File: src/rtl/thrd_ctx_pkg.sv
package thrd_ctx_pkg;

    localparam int NPRIO      = 8;
    localparam int PRIO_IDX_W = $clog2(NPRIO);
    localparam int ADDR_W     = 12;
    localparam int DATA_W     = 32;
    localparam int TAG_W      = 24;
    localparam int NRING      = 3;
    localparam int RING_IDX_W = 2;

    localparam int RING_OS   = 0;
    localparam int RING_POOL = 1;
    localparam int RING_HV   = 2;

    localparam logic [ADDR_W-1:0] ACK_ADDR     = 12'h800;
    localparam logic [ADDR_W-1:0] PULL_ADDR    = 12'h828;
    localparam logic [ADDR_W-1:0] POOL_W2_ADDR = 12'h028;

    localparam logic [2:0] OFS_STATUS = 3'd0;
    localparam logic [2:0] OFS_CUR    = 3'd1;
    localparam logic [2:0] OFS_PEND   = 3'd2;
    localparam logic [2:0] OFS_BEST   = 3'd7;

    localparam logic [7:0] PRIO_NONE = 8'hFF;

    typedef enum logic [1:0] {
        EXC_NONE = 2'd0,
        EXC_POOL = 2'd1,
        EXC_PHYS = 2'd2,
        EXC_LSI  = 2'd3
    } exc_kind_e;

    typedef enum logic [1:0] {
        SZ_BYTE = 2'd0,
        SZ_HALF = 2'd1,
        SZ_WORD = 2'd2,
        SZ_RSVD = 2'd3
    } acc_size_e;

    typedef struct packed {
        exc_kind_e  kind;
        logic [5:0] zero;
        logic [7:0] prio;
    } ack_resp_t;

    typedef struct packed {
        logic             vld;
        logic [TAG_W-1:0] tag;
    } pool_ctx_t;

    function automatic logic [7:0] best_of(input logic [NPRIO-1:0] pend);
        logic [7:0] res;
        res = PRIO_NONE;
        for (int i = NPRIO - 1; i >= 0; i--) begin
            if (pend[i]) res = 8'(i);
        end
        return res;
    endfunction

    function automatic logic [NPRIO-1:0] prio_mask(input logic [PRIO_IDX_W-1:0] p);
        return NPRIO'(1) << p;
    endfunction

endpackage

File: src/rtl/prio_ring.sv
module prio_ring
    import thrd_ctx_pkg::*;
#(
    parameter exc_kind_e KIND = EXC_PHYS
) (
    input  logic                  clk,
    input  logic                  rst,
    input  logic                  ntf_set,
    input  logic [PRIO_IDX_W-1:0] ntf_prio,
    input  logic                  cur_we,
    input  logic [7:0]            cur_wdata,
    input  logic                  take,
    input  logic                  enable,
    output logic [7:0]            cur_q,
    output logic [NPRIO-1:0]      pend_q,
    output logic [7:0]            best,
    output logic                  fire,
    output logic [7:0]            status
);

    logic [NPRIO-1:0] take_mask;
    logic [NPRIO-1:0] set_mask;
    logic [NPRIO-1:0] pend_d;

    assign best      = best_of(pend_q);
    assign take_mask = (take && best != PRIO_NONE) ? prio_mask(best[PRIO_IDX_W-1:0]) : '0;
    assign set_mask  = ntf_set ? prio_mask(ntf_prio) : '0;
    assign pend_d    = (pend_q & ~take_mask) | set_mask;
    assign fire      = enable && (best < cur_q);
    assign status    = fire ? {KIND, 6'b0} : 8'h00;

    always_ff @(posedge clk) begin
        if (rst) begin
            pend_q <= '0;
            cur_q  <= 8'h00;
        end else begin
            pend_q <= pend_d;
            if (take) cur_q <= best;
            else if (cur_we) cur_q <= cur_wdata;
        end
    end


    ntf_sticks_chk: assert property (@(posedge clk) disable iff (rst)
        ntf_set |=> pend_q[$past(ntf_prio)]);


    take_cur_chk: assert property (@(posedge clk) disable iff (rst)
        take |=> cur_q == $past(best));


    take_only_fire_chk: assert property (@(posedge clk) disable iff (rst)
        take |-> fire);

endmodule

File: src/rtl/pool_ctx.sv
module pool_ctx
    import thrd_ctx_pkg::*;
(
    input  logic              clk,
    input  logic              rst,
    input  logic              we,
    input  logic [DATA_W-1:0] wdata,
    input  logic              pull,
    output logic [DATA_W-1:0] word,
    output logic              vld
);

    pool_ctx_t ctx_q;

    always_ff @(posedge clk) begin
        if (rst) begin
            ctx_q <= '0;
        end else if (we) begin
            ctx_q.vld <= wdata[DATA_W-1];
            ctx_q.tag <= wdata[TAG_W-1:0];
        end else if (pull) begin
            ctx_q.vld <= 1'b0;
        end
    end

    assign vld  = ctx_q.vld;
    assign word = {ctx_q.vld, {(DATA_W-1-TAG_W){1'b0}}, ctx_q.tag};


    pull_clears_chk: assert property (@(posedge clk) disable iff (rst)
        (pull && !we) |=> !vld);

endmodule

File: src/rtl/ack_sel.sv
module ack_sel
    import thrd_ctx_pkg::*;
(
    input  logic       hv_fire,
    input  logic       pool_fire,
    input  logic [7:0] hv_best,
    input  logic [7:0] pool_best,
    input  logic [7:0] hv_cur,
    output logic       take_hv,
    output logic       take_pool,
    output ack_resp_t  resp
);

    always_comb begin
        take_hv   = 1'b0;
        take_pool = 1'b0;
        resp.zero = '0;
        if (hv_fire) begin
            take_hv   = 1'b1;
            resp.kind = EXC_PHYS;
            resp.prio = hv_best;
        end else if (pool_fire) begin
            take_pool = 1'b1;
            resp.kind = EXC_POOL;
            resp.prio = pool_best;
        end else begin
            resp.kind = EXC_NONE;
            resp.prio = hv_cur;
        end
    end


    always_comb begin
        one_take_chk: assert ($onehot0({take_hv, take_pool}));
    end

endmodule

File: src/rtl/thrd_irq_ctx.sv
module thrd_irq_ctx
    import thrd_ctx_pkg::*;
(
    input  logic                  clk,
    input  logic                  rst,
    input  logic                  ntf_vld,
    input  logic [RING_IDX_W-1:0] ntf_ring,
    input  logic [PRIO_IDX_W-1:0] ntf_prio,
    input  logic                  bus_req,
    input  logic                  bus_wr,
    input  logic [1:0]            bus_size,
    input  logic [ADDR_W-1:0]     bus_addr,
    input  logic [DATA_W-1:0]     bus_wdata,
    output logic [DATA_W-1:0]     bus_rdata,
    output logic                  exc_req
);

    logic [7:0]       cur_a    [NRING];
    logic [NPRIO-1:0] pend_a   [NRING];
    logic [7:0]       best_a   [NRING];
    logic [7:0]       status_a [NRING];
    logic [NRING-1:0] fire_a;
    logic [NRING-1:0] take_a;
    logic [NRING-1:0] cur_we_a;
    logic [NRING-1:0] en_a;

    acc_size_e             size;
    logic                  rd_req;
    logic                  wr_req;
    logic                  byte_hit;
    logic [RING_IDX_W-1:0] ring_sel;
    logic [2:0]            ofs;
    logic                  ack_hit;
    logic                  pull_hit;
    logic                  w2_hit;
    logic                  pool_vld;
    logic [DATA_W-1:0]     pool_word;
    logic                  take_hv;
    logic                  take_pool;
    ack_resp_t             ack_resp;
    logic [DATA_W-1:0]     rd_d;
    logic [DATA_W-1:0]     rdata_q;

    assign size     = acc_size_e'(bus_size);
    assign rd_req   = bus_req && !bus_wr;
    assign wr_req   = bus_req && bus_wr;
    assign byte_hit = (size == SZ_BYTE) && (bus_addr[ADDR_W-1:6] == '0)
                      && (bus_addr[5:4] != 2'd0) && !bus_addr[3];
    assign ring_sel = bus_addr[5:4] - 2'd1;
    assign ofs      = bus_addr[2:0];
    assign ack_hit  = rd_req && (size == SZ_HALF) && (bus_addr == ACK_ADDR);
    assign pull_hit = rd_req && (size == SZ_WORD) && (bus_addr == PULL_ADDR);
    assign w2_hit   = (size == SZ_WORD) && (bus_addr == POOL_W2_ADDR);

    generate
        for (genvar r = 0; r < NRING; r++) begin : g_ring
            localparam exc_kind_e RK = (r == RING_HV)   ? EXC_PHYS :
                                       (r == RING_POOL) ? EXC_POOL : EXC_NONE;
            if (r == RING_POOL) begin : g_en_pool
                assign en_a[r] = pool_vld;
            end else if (r == RING_HV) begin : g_en_hv
                assign en_a[r] = 1'b1;
            end else begin : g_en_os
                assign en_a[r] = 1'b0;
            end
            assign cur_we_a[r] = wr_req && byte_hit && (ring_sel == RING_IDX_W'(r))
                                 && (ofs == OFS_CUR);
            prio_ring #(.KIND(RK)) u_ring (
                .clk       (clk),
                .rst       (rst),
                .ntf_set   (ntf_vld && (ntf_ring == RING_IDX_W'(r))),
                .ntf_prio  (ntf_prio),
                .cur_we    (cur_we_a[r]),
                .cur_wdata (bus_wdata[7:0]),
                .take      (take_a[r]),
                .enable    (en_a[r]),
                .cur_q     (cur_a[r]),
                .pend_q    (pend_a[r]),
                .best      (best_a[r]),
                .fire      (fire_a[r]),
                .status    (status_a[r])
            );
        end
    endgenerate

    ack_sel u_ack (
        .hv_fire   (fire_a[RING_HV]),
        .pool_fire (fire_a[RING_POOL]),
        .hv_best   (best_a[RING_HV]),
        .pool_best (best_a[RING_POOL]),
        .hv_cur    (cur_a[RING_HV]),
        .take_hv   (take_hv),
        .take_pool (take_pool),
        .resp      (ack_resp)
    );

    assign take_a[RING_OS]   = 1'b0;
    assign take_a[RING_POOL] = ack_hit && take_pool;
    assign take_a[RING_HV]   = ack_hit && take_hv;

    pool_ctx u_pool (
        .clk   (clk),
        .rst   (rst),
        .we    (wr_req && w2_hit),
        .wdata (bus_wdata),
        .pull  (pull_hit),
        .word  (pool_word),
        .vld   (pool_vld)
    );

    always_comb begin
        rd_d = '0;
        if (ack_hit) begin
            rd_d = DATA_W'(ack_resp);
        end else if (pull_hit || (rd_req && w2_hit)) begin
            rd_d = pool_word;
        end else if (rd_req && byte_hit && ring_sel < RING_IDX_W'(NRING)) begin
            case (ofs)
                OFS_STATUS: rd_d = DATA_W'(status_a[ring_sel]);
                OFS_CUR:    rd_d = DATA_W'(cur_a[ring_sel]);
                OFS_PEND:   rd_d = DATA_W'(8'(pend_a[ring_sel]));
                OFS_BEST:   rd_d = DATA_W'(best_a[ring_sel]);
                default:    rd_d = '0;
            endcase
        end
    end

    always_ff @(posedge clk) begin
        if (rst) rdata_q <= '0;
        else if (rd_req) rdata_q <= rd_d;
    end

    assign bus_rdata = rdata_q;
    assign exc_req   = fire_a[RING_HV] | fire_a[RING_POOL];


    pool_gate_chk: assert property (@(posedge clk) disable iff (rst)
        (exc_req && !fire_a[RING_HV]) |-> pool_vld);


    ack_phys_chk: assert property (@(posedge clk) disable iff (rst)
        (ack_hit && fire_a[RING_HV]) |=> (bus_rdata[15:14] == 2'd2)
                                         && (bus_rdata[7:0] == cur_a[RING_HV]));


    ack_idle_chk: assert property (@(posedge clk) disable iff (rst)
        (ack_hit && !exc_req) |=> $stable(cur_a[RING_HV]) && (bus_rdata[15:14] == 2'd0));

endmodule

File: config.mk
export PLATFORM = sky130hd
export DESIGN_NAME = thrd_irq_ctx
export DESIGN_NICKNAME = d
export VERILOG_FILES = /design/src/rtl/thrd_ctx_pkg.sv /design/src/rtl/prio_ring.sv /design/src/rtl/pool_ctx.sv /design/src/rtl/ack_sel.sv /design/src/rtl/thrd_irq_ctx.sv
export SDC_FILE = /design/constraint.sdc
export NUM_CORES = 1
export LEC_CHECK = 0
export BUFFER_PORTS_ARGS = -buffer_cell sky130_fd_sc_hd__buf_2
export CORE_ASPECT_RATIO = 1.1
export CORE_MARGIN = 8
export CORE_UTILIZATION = 35
export CTS_CLUSTER_SIZE = 14
export DETAILED_ROUTE_END_ITERATION = 12
export PLACE_DENSITY = 0.53
export SLEW_MARGIN = 40
export SYNTH_ARGS = -nofsm -noshare
export SYNTH_HDL_FRONTEND = slang
export SYNTH_SLANG_ARGS = --single-unit
File: constraint.sdc
create_clock -name clk -period 3.47 [get_ports clk]
set_clock_uncertainty 0.1 [all_clocks]
set_input_delay 0.1735 -clock clk [delete_from_list [all_inputs] [get_ports clk]]
set_output_delay 0.1735 -clock clk [all_outputs]
set_load 0.05 [all_outputs]
==> impl_metrics.py <==
metrics = {
    "drt": {
        "first_iter_violations": 349,
        "postRouteWirelength_um": 17700,
        "detail_route.first_pass.iterations": 5,
        "wl_per_cell_um": 18.0,
        "vias": 5298,
        "antenna_violating_nets_post_route": 0,
        "avgViaCountPerCell": 5.40,
        "remaining_drc_errors": 0,
    },
    "grt": {
        "globalRoute.totalOverflow": 0,
        "grt_pass1_wl_um": 28300,
        "grt_max_degree": 47,
        "antenna_found_initial": 0,
        "grt_pass1_vias": 5366,
        "global_route.usage.total_pct": 18.6,
    },
    "cells_and_area": {
        "area.growth.synth_to_final_pct": 23.4,
        "drive_gt1_share_pct": 17.7,
        "antennaDiodeCount": 0,
        "layout.nets": 856,
    },
    "sta": {
        "max-slew-margin-rel_pct": 61.0,
        "fin_hold_ws_ps": 18.0,
        "grt_setup_unrepaired": "no",
        "fin_ws_ps": 166,
        "hold_violations": 0,
        "max_slew.worst_pin.slew_ps": 583,
        "setup-violations-final": 0,
        "finalWorstPathRequiredPeriod_ps": 3300,
        "min_period_over_period_pct": 95.2,
        "setup_total_negative_slack_ps": 0,
        "maxClockFrequency_ghz": 0.303,
        "slew_viol_final": 0,
    },
    "clock_network": {
        "tritoncts_buffer_count": 9,
        "htreeDepth": 3,
        "path_clk_slew_ps": 70,
        "cts_tree": "built",
        "insertion_delay_ps": 350,
        "cts_root_buffer": "sky130_fd_sc_hd__clkbuf_16",
        "clockBufferDepth": 2,
        "sink_count": 98,
    },
    "logic_synthesis": {
        "synth.area.top_cells": "sky130_fd_sc_hd__dfxtp_1 37%, sky130_fd_sc_hd__nand2_1 8.7%, sky130_fd_sc_hd__a21oi_1 5.9%",
        "synth_flop_cell": "sky130_fd_sc_hd__dfxtp_1",
        "yosys_warnings": 0,
        "number_of_instances_in_the_synthesized_netlist": 687,
        "synth_area_leader_cell": "sky130_fd_sc_hd__dfxtp_1",
        "netlist-cell-type-count": 58,
        "synth-edff-count": 0,
        "ys_async_rst_share_pct": 0,
        "yosys_register_bits": 98,
        "yosys.area.top_type_share_pct": 37.4,
        "synth_area_per_cell_um2": 7.63,
        "synth_sequential_area_ratio_pct": 37.4,
        "syn_area_um2": 5240,
    },
    "die": {
        "boundaryPins": 89,
        "floorplan.initialDensity_pct": 35.4,
        "die-width_um": 133,
        "fp.dieH_um": 144,
        "floorplan.core_area_um2": 14800,
        "placementRows": 47,
        "dieArea_um2": 19100,
    },
    "worst_hold_path": {
        "min_from": "bus_wdata[7]",
        "worstHoldEndpoint": "u_pool.word[7]",
        "timing.hold.worst.class": "input pin to flip-flop",
        "worst_hold_path.num_cells": 3,
    },
    "worst_setup_path": {
        "timing.critical_path.arrival_ps": 3030,
        "crit_required_ps": 3200,
        "worstPathCellList": "nor4_4, nand2_1, inv_1, ha_1, a2111o_1, a221o_1, a21oi_2, buf_4, nor2b_1, inv_1, clkbuf_4",
        "worstReg2RegEnd": "g_ring[1].u_ring.pend_q[3]",
        "reg2reg_depth": 13,
        "critPathCaptureType": "output pin",
        "largest_fanout_on_the_critical_path": 6,
        "reg2reg_slack_ps": 210,
        "cpLargestDelayFamily": "compound AO/OA/AOI/OAI gates",
        "start_kind": "flip-flop",
        "worst_r2r_startpoint": "g_ring[2].u_ring.pend_q[7]",
        "cp.buffers_inverters": 4,
        "crit_path_max_incr_delay_ps": 410,
        "criticalPathCategory": "flip-flop to output pin",
        "cp_common_cell": "sky130_fd_sc_hd__inv_1",
        "crit_slowest_cell": "sky130_fd_sc_hd__a2111o_1",
    },
    "outcome": {
        "outcome": "complete, no violations",
    },
    "power": {
        "leakagePower_nw": 2.47,
        "vdd_drop_max_mv": 0.211,
        "power-per-cell-area_nw_per_um2": 379,
    },
    "flow_run": {
        "cap_viol_max_count": 0,
    },
    "placement": {
        "numPortBuffers": 74,
        "detailedPlace.worstSlack_ps": 11.6,
        "placed_wire_length_estimate_um": 13300,
        "place_congestion": 0.890,
    },
}
## synth_stat cells, types with 2 or more instances
cell / instances
sky130_fd_sc_hd__inv_1: 26
sky130_fd_sc_hd__or3_1: 3
sky130_fd_sc_hd__a31oi_1: 21
sky130_fd_sc_hd__nor2_1: 54
sky130_fd_sc_hd__o2bb2ai_1: 4
sky130_fd_sc_hd__o311ai_0: 2
sky130_fd_sc_hd__nor2b_1: 15
sky130_fd_sc_hd__mux2i_1: 13
sky130_fd_sc_hd__nor4_1: 8
sky130_fd_sc_hd__o21ai_0: 33
sky130_fd_sc_hd__and3_1: 4
sky130_fd_sc_hd__a22o_1: 2
sky130_fd_sc_hd__o211ai_1: 2
sky130_fd_sc_hd__a21o_1: 5
sky130_fd_sc_hd__nand3_1: 22
sky130_fd_sc_hd__buf_4: 7
sky130_fd_sc_hd__o31ai_1: 6
sky130_fd_sc_hd__nor3b_1: 7
sky130_fd_sc_hd__buf_1: 4
sky130_fd_sc_hd__o21bai_1: 4
sky130_fd_sc_hd__nand3b_1: 4
sky130_fd_sc_hd__clkbuf_1: 37
sky130_fd_sc_hd__a221oi_1: 7
sky130_fd_sc_hd__nor3_1: 10
sky130_fd_sc_hd__a21oi_1: 62
sky130_fd_sc_hd__dfxtp_1: 98
sky130_fd_sc_hd__nand4_1: 5
sky130_fd_sc_hd__a2bb2oi_1: 2
sky130_fd_sc_hd__a22oi_1: 33
sky130_fd_sc_hd__and2_1: 9
sky130_fd_sc_hd__nand2_1: 122
sky130_fd_sc_hd__and3b_1: 3
sky130_fd_sc_hd__mux2_2: 3
sky130_fd_sc_hd__buf_2: 4
sky130_fd_sc_hd__nand2b_1: 6
sky130_fd_sc_hd__ha_1: 18
## worst max-delay path by stage
stage,start,endpoint,slack (ps),cells past startpoint
CTS,g_ring[1].u_ring.pend_q[6],g_ring[1].u_ring.pend_q[4],40,13
global placement,g_ring[2].u_ring.pend_q[6],g_ring[1].u_ring.pend_q[3],140,13
floorplan,g_ring[2].u_ring.pend_q[1],g_ring[2].u_ring.pend_q[0],30,13
detailed placement,g_ring[2].u_ring.pend_q[6],g_ring[1].u_ring.pend_q[4],10,14
global route,g_ring[2].u_ring.pend_q[6],g_ring[1].u_ring.pend_q[2],8,14
finish,g_ring[2].u_ring.pend_q[7],exc_req,170,11
## layout by cell type, fill, tap and decap left out, drive strengths merged, types with 17 or more instances in the layout
cell type	Yosys	routed
nand2	122	122
dlygate4sd3	0	17
a22oi	33	33
buf	15	112
nor2	55	55
inv	26	27
ha	18	18
a31oi	21	21
dfxtp	98	98
nand3	22	22
o21ai	34	34
a21oi	62	62
## kinds of logic (layout without fill, tap and decap cells)
kind of cell / count (synthesis) / count (layout) / synth area share (%)
AOI/OAI and AO/OA: 201 / 201 / 24.6
DFF: 98 / 98 / 37.4
adders and majority gates: 18 / 18 / 4.30
muxes: 16 / 16 / 3.13
other: 1 / 7 / 0.0716
and+or+nand+nor: 275 / 275 / 24.2
buffers and inverters: 78 / 171 / 6.19
## where the power goes
group	internal (mW)	switching, mW	leakage [nW]
clock network	0.576	0.442	0.142
registers	1.13	0.00540	0.790
logic	0.109	0.185	1.54
total	1.82	0.632	2.47
## flip-flops by register name (all words and copies together) (netlist names)
signal	cells
g_ring.u_ring.cur_q	24
u_pool.vld	1
u_pool.word	24
g_ring.u_ring.pend_q	24
bus_rdata	25
## layout make-up
| cell class | instances | area, µm² |
|---|---|---|
| sequential | 98 | 1960 |
| fill | 1582 | 8360 |
| inverter | 26 | 97.6 |
| clock inverter | 4 | 51.3 |
| clock buffer | 11 | 243 |
| timing repair buffer | 130 | 836 |
| multi-input combinational | 517 | 3030 |
| tap | 196 | 245 |
## what timing repair did
action	4_1_cts	5_1_grt
gates resized for setup	3	6
endpoints found under the hold margin	17	0
hold buffers	17	0
cloned	0	0
endpoints found under the setup margin	1	12
setup buffers	0	0
## worst reg2reg max path, stage by stage, from the launching register on
cell,delay [ps]
sky130_fd_sc_hd__dfxtp_1,350
sky130_fd_sc_hd__nor4_4,330
sky130_fd_sc_hd__nand2_1,150
sky130_fd_sc_hd__inv_1,110
sky130_fd_sc_hd__buf_4,140
sky130_fd_sc_hd__ha_1,180
sky130_fd_sc_hd__o2111ai_1,140
sky130_fd_sc_hd__a21oi_1,220
sky130_fd_sc_hd__a221o_1,200
sky130_fd_sc_hd__a21oi_2,60
sky130_fd_sc_hd__or3_1,370
sky130_fd_sc_hd__buf_4,180
sky130_fd_sc_hd__or3_1,360
sky130_fd_sc_hd__a32o_1,260
## layer usage
layer | part of all wire, % | vias to the layer above | GRT usage [%] | routed length (µm)
met5 | 0 | - | 0 | 0
met4 | 3.5 | 0 | 8.97 | 614
met3 | 7.1 | 35 | 4.31 | 1250
met2 | 47 | 188 | 31.4 | 8220
met1 | 43 | 2450 | 21.9 | 7580
li1 | - | 2625 | - | -
## stage by stage
step | total power [mW] | area (µm²) | util, % | std cells
2_1_floorplan | 1.33 | 5260 | - | 693
3_3_place_gp | 1.43 | 5940 | 40.1 | 950
3_5_place_dp | 1.43 | 5940 | 40.1 | 950
4_1_cts | 2.46 | 6420 | 43.3 | 982
5_1_grt | 2.53 | 6460 | 43.6 | 982
6_report | 2.45 | 6460 | 43.6 | 982
Note: power is estimated with default switching activity, not from simulation.
